**src/rtl/uart_rx_buf.sv**
```systemverilog
module uart_rx_buf #(
  parameter int DEPTH = 8
) (
  input  logic       clk,
  input  logic       rst_n,
  input  logic       os_tick,
  input  logic       rxd,
  input  logic       glb_en,
  input  logic       rx_en,
  input  logic       fifo_mode,
  input  logic [1:0] wlen,
  input  logic       two_stop,
  input  logic       ie_ne,
  input  logic       dma_en,
  input  logic       rd_stb,
  input  logic       flush_req,
  input  logic       ovr_clr,
  output logic [8:0] rd_data,
  output logic       rd_fe,
  output logic       rd_nf,
  output logic       not_empty,
  output logic       irq,
  output logic       dma_req,
  output logic       ovr_flag
);
  localparam int AW = $clog2(DEPTH);
  localparam int CW = $clog2(DEPTH + 1);
  localparam logic [CW-1:0] FULL = CW'(DEPTH);
  localparam logic [CW-1:0] ONE  = CW'(1);

  typedef enum logic [1:0] {S_IDLE, S_START, S_DATA, S_STOP} st_t;

  logic rx_m, rxs;
  always_ff @(posedge clk) begin
    if (!rst_n) begin
      rx_m <= 1'b1;
      rxs  <= 1'b1;
    end else begin
      rx_m <= rxd;
      rxs  <= rx_m;
    end
  end

  wire active = glb_en & rx_en;

  logic [3:0] nbits;
  always_comb begin
    case (wlen)
      2'b01:   nbits = 4'd9;
      2'b10:   nbits = 4'd7;
      default: nbits = 4'd8;
    endcase
  end

  st_t        st;
  logic [3:0] cnt, bitn;
  logic [1:0] smp;
  logic [8:0] shreg;
  logic       nz, fe1, stop2nd;

  wire maj = (smp[0] & smp[1]) | (smp[0] & rxs) | (smp[1] & rxs);
  wire dis = ~((smp[0] == smp[1]) && (smp[1] == rxs));
  wire at_mid   = os_tick & active & (cnt == 4'd9);
  wire chr_done = at_mid & (st == S_STOP) & (stop2nd | ~two_stop);
  wire c_fe = stop2nd ? fe1 : ~maj;
  wire c_nf = nz | dis;

  always_ff @(posedge clk) begin
    if (!rst_n) begin
      st <= S_IDLE; cnt <= '0; bitn <= '0; smp <= '0;
      shreg <= '0; nz <= 1'b0; fe1 <= 1'b0; stop2nd <= 1'b0;
    end else if (!active) begin
      st <= S_IDLE;
    end else if (os_tick) begin
      if (st == S_IDLE) begin
        if (!rxs) begin
          st  <= S_START;
          cnt <= 4'd1;
        end
      end else begin
        cnt <= cnt + 4'd1;
        if (cnt == 4'd7) smp[0] <= rxs;
        if (cnt == 4'd8) smp[1] <= rxs;
        if (cnt == 4'd9) begin
          case (st)
            S_START: begin
              if (maj) st <= S_IDLE;
              else begin
                st <= S_DATA; bitn <= '0; nz <= dis; shreg <= '0;
              end
            end
            S_DATA: begin
              shreg[bitn] <= maj;
              nz <= nz | dis;
              bitn <= bitn + 4'd1;
              if (bitn == nbits - 4'd1) begin
                st <= S_STOP; stop2nd <= 1'b0;
              end
            end
            default: begin
              nz <= nz | dis;
              if (!stop2nd) fe1 <= ~maj;
              if (stop2nd || !two_stop) st <= S_IDLE;
              else stop2nd <= 1'b1;
            end
          endcase
        end
      end
    end
  end

  logic [10:0]   mem [DEPTH];
  logic [AW-1:0] wp, rp;
  logic [CW-1:0] occ;

  wire [CW-1:0] cap = fifo_mode ? FULL : ONE;
  wire pop     = rd_stb & (occ != '0);
  wire room    = (occ < cap) | pop;
  wire push    = chr_done & ~flush_req & room;
  wire ovr_set = chr_done & ~flush_req & ~room;

  always_ff @(posedge clk) begin
    if (push) mem[wp] <= {c_fe, c_nf, shreg};
  end

  always_ff @(posedge clk) begin
    if (!rst_n || flush_req) begin
      wp <= '0; rp <= '0; occ <= '0;
    end else begin
      if (push) wp <= wp + 1'b1;
      if (pop)  rp <= rp + 1'b1;
      occ <= occ + CW'(push) - CW'(pop);
    end
  end

  always_ff @(posedge clk) begin
    if (!rst_n)       ovr_flag <= 1'b0;
    else if (ovr_set) ovr_flag <= 1'b1;
    else if (ovr_clr) ovr_flag <= 1'b0;
  end

  wire [10:0] head = mem[rp];
  assign not_empty = (occ != '0);
  assign rd_data   = not_empty ? head[8:0] : 9'd0;
  assign rd_nf     = not_empty & head[9];
  assign rd_fe     = not_empty & head[10];
  assign irq       = not_empty & ie_ne;
  assign dma_req   = not_empty & dma_en;

  p_occ_bound_r6: assert property (@(posedge clk) disable iff (!rst_n)
    occ <= FULL);

  p_single_ovr_r4: assert property (@(posedge clk) disable iff (!rst_n)
    (!fifo_mode && chr_done && occ != '0 && !rd_stb && !flush_req)
      |=> (ovr_flag && $stable(occ)));

  p_fifo_ovr_r6: assert property (@(posedge clk) disable iff (!rst_n)
    (fifo_mode && chr_done && occ == FULL && !rd_stb && !flush_req)
      |=> (ovr_flag && occ == FULL));

  p_ovr_hold_r7: assert property (@(posedge clk) disable iff (!rst_n)
    (ovr_flag && !ovr_clr) |=> ovr_flag);

  p_flush_empty_r5: assert property (@(posedge clk) disable iff (!rst_n)
    flush_req |=> !not_empty);

  p_pop_one_r9: assert property (@(posedge clk) disable iff (!rst_n)
    (rd_stb && occ != '0 && !chr_done && !flush_req) |=> (occ == $past(occ) - ONE));
endmodule

```
**config.mk**
```make
export PLATFORM = sky130hd
export DESIGN_NAME = uart_rx_buf
export DESIGN_NICKNAME = d
export VERILOG_FILES = /design/src/rtl/uart_rx_buf.sv
export SDC_FILE = /design/constraint.sdc
export NUM_CORES = 1
export LEC_CHECK = 0
export ABC_CLOCK_PERIOD_IN_PS = 4400
export BUFFER_PORTS_ARGS = -buffer_cell sky130_fd_sc_hd__buf_2
export CORE_ASPECT_RATIO = 2
export CORE_UTILIZATION = 35
export DETAILED_ROUTE_END_ITERATION = 8
export PLACE_DENSITY = 0.49
export SLEW_MARGIN = 20
export SYNTH_ARGS = -nofsm -noshare
export SYNTH_HDL_FRONTEND = slang
export SYNTH_SLANG_ARGS = --single-unit
```
**constraint.sdc**
```tcl
create_clock -name clk -period 4.4 [get_ports clk]
set_input_delay 0.88 -clock clk [delete_from_list [all_inputs] [get_ports clk]]
set_output_delay 0.88 -clock clk [all_outputs]
set_load 0.02 [all_outputs]
```
==> flow_summary.ini <==
[timing]
hold_viol = 0
maxSlewHeadroom = 0.313
rsz0062_at_grt = no
finalSetupViolations = 0
period_needed_ns = 2.97
finClkSkew_ns = 0.0134
worst_slew_pin_slew_ns = 1.02
max_freq_mhz = 337
whs_ns = 0.407
fin_crit_sh = 0.674
fin_setup_tns_ns = 0
final_max_slew_viol_count = 0

[power]
leakagePower_nw = 2.44
power.total_w = 0.00316
vdd_drop_max_uv = 286
power_density_mw_per_mm2 = 479

[grt]
antenna_found_initial = 0
grt_overflow = 0
grt_max_degree = 23
track_usage = 0.147
grt_pass1_wl_um = 18100
grt_pass1_vias = 3413

[worst_setup_path]
r2r_cells = 7
endpoint_kind = primary output
arrival_ns = 2.09
endpoint = rd_data[5]
required_ns = 3.52
critPathMaxFanout = 22
rrSetupSlack_ns = 1.51
critical_path_class = flop to primary output
cp-start-kind = flop
rr_startpoint = occ[2]
r2r_end = mem[7][2]

[synthesis]
synth_xor_area_frac = 0.0157
synthAdderAreaFrac = 0.0530
synth.top_cell.area_share = 0.474
synth-compound-area-share = 0.0711
syn_area_sq_mm = 0.00558
netlist-cell-type-count = 54
ys.flop_type = edfxtp_1
yosysWarningCount = 0
synth-async-reset-ratio = 0
seq_area_frac_synth = 0.617
synthSimpleGateAreaFrac = 0.103
yosys_register_bits = 128
muxShareOfSynthArea = 0.116
synth.avg_cell_area_sq_um = 14.2
synth_cells = 392
syn_nets = 430
synth_top_family_by_area = multiplexers
yosys.area.top_type = edfxtp_1
synth_area_leaders = edfxtp_1, dfxtp_1, mux4_2
synth_edf_count = 88

[finish]
n_antenna_cell = 0
stdcell_count = 643
layout.nets = 470
syn2layout_area_growth_pct = 18.2
utilization = 0.426
drive_gt1_frac = 0.229

[placement]
dp_cells = 611
gp_congestion = 0.710
io_buffers = 29
dp_hpwl_um = 8100

[clocking]
clockBufferDepth = 2
numCtsBuffers = 17
hold_buffers = 0
clk_pin_slew_worst_paths_ns = 0.06
clock_latency_ns = 0.41
cts.repair.resized = 0
htree_levels = 4
tritoncts = yes
post_cts_buffers = 0
root_buffer = clkbuf_16
clock_sinks = 128

[route]
post_drt_wl_per_cell_um = 17.4
first_pass_iters = 4
routed_via_density = 5.00
vias = 3215
drtIter0Drc = 198
drt-total-wl_um = 11200
route.detailed.drc = 0
antenna_left = 0

[floorplan]
die_area_sq_mm = 0.0165
start_util = 0.361
num_rows = 64
core_sq_mm = 0.0155
die_h_um = 181
die_width_um = 91.3
floorplan.io_pins = 30

[worst_hold_path]
hold_class = flop to flop

[status]
outcome = completed

[job]
max_cap_violations = 0
per-stage QoR:
step	cell area [sq um]	setup WS [ns]
finish	6590	1.43
global route	6590	1.26
CTS	6590	1.13
detailed placement	5970	1.23
global placement	5970	1.25
floorplan	5580	1.16
report_power, final:
group / internal [W] / leakage, nW / switching [W]
clock: 0.000908 / 0.294 / 0.000552
sequential: 0.00129 / 1.28 / 0.0000116
combinational: 0.000154 / 0.865 / 0.000246
total: 0.00235 / 2.44 / 0.000809
worst max-delay path, stage by stage (launching register included):
cell and delay, ns:
dfxtp_1 0.31, buf_4 0.40, mux4_2 0.58, mux2i_1 0.16, nor2_1 0.06, buf_2 0.16
layout make-up:
cell class              count  area, sq um
well taps                 198          248
clock inverters            15          194
repair buffers             35          190
multi-input cells         231         2020
flip-flops and latches    128         3440
fillers                  1445         8860
inverters                  19         71.3
clock buffers              17          425
how the worst min path moves through the flow:
stage,from,end,cells after the start
after floorplan,rx_m,rxs,1
after global placement,rx_m,rxs,1
after detailed placement,rx_m,rxs,1
after CTS,rx_m,rxs,1
after global routing,rx_m,rxs,1
final,rx_m,rxs,1
cell usage in the layout, fill, tap and decap left out, drive strengths merged, types with 3 or more instances in the layout:
| cell type | instances |
|---|---|
| dfxtp | 40 |
| and2 | 5 |
| nand4 | 5 |
| a31oi | 10 |
| nor2b | 7 |
| nand4b | 3 |
| clkinvlp | 3 |
| o22ai | 3 |
| nor3 | 5 |
| o21ai | 12 |
| nand3 | 5 |
| mux4 | 22 |
| mux2i | 15 |
| nand2b | 8 |
| a211oi | 10 |
| inv | 27 |
| ha | 22 |
| nor2 | 33 |
| nand2 | 18 |
| a21oi | 9 |
| clkbuf | 17 |
| xnor2 | 5 |
| nor4 | 3 |
| buf | 35 |
| bufinv | 3 |
| edfxtp | 88 |
| xor2 | 5 |
cells by family after synthesis:
group / Yosys count
buffers and inverters: 33
adder cells (fa/ha/maj): 23
flip-flops: 128
AO/OA/AOI/OAI: 56
XOR/XNOR: 10
AND/OR/NAND/NOR: 105
multiplexers: 37
cells in the mapped netlist (2+ instances only):
master	instances
edfxtp_1	88
dfxtp_1	40
nor2_1	33
ha_1	22
mux4_2	22
inv_1	18
nand2_1	18
mux2i_1	15
a31oi_1	10
a211oi_1	9
clkbuf_1	9
a21oi_1	8
nand2b_1	8
nor2b_1	7
o21ai_0	7
and2_1	5
nand3_1	5
nand4_1	5
nor3_1	5
xnor2_1	5
xor2_1	5
buf_2	4
o21ai_1	4
nand4b_1	3
nor4_1	3
o22ai_1	3
a21boi_0	2
a21o_1	2
or3_1	2
routing by layer:
metal / wire, um / vias up / global-route usage / part of all wire
met5: 0 / - / 0 / 0
met4: 103 / 0 / 0.0438 / 0.0092
met3: 196 / 8 / 0.0329 / 0.017
met2: 6840 / 35 / 0.300 / 0.61
met1: 4070 / 1597 / 0.140 / 0.36
li1: - / 1575 / - / -
sequential cells by signal, summed over array words and instances, names as in the netlist, named ones only:
name,flops
bitn,4
cnt,4
fe1,1
mem,88
nz,1
occ,4
ovr_flag,1
rp,3
rx_m,1
rxs,1
shreg,9
smp,2
st,2
stop2nd,1
wp,3
No activity file was read; power rests on OpenSTA's default activity.
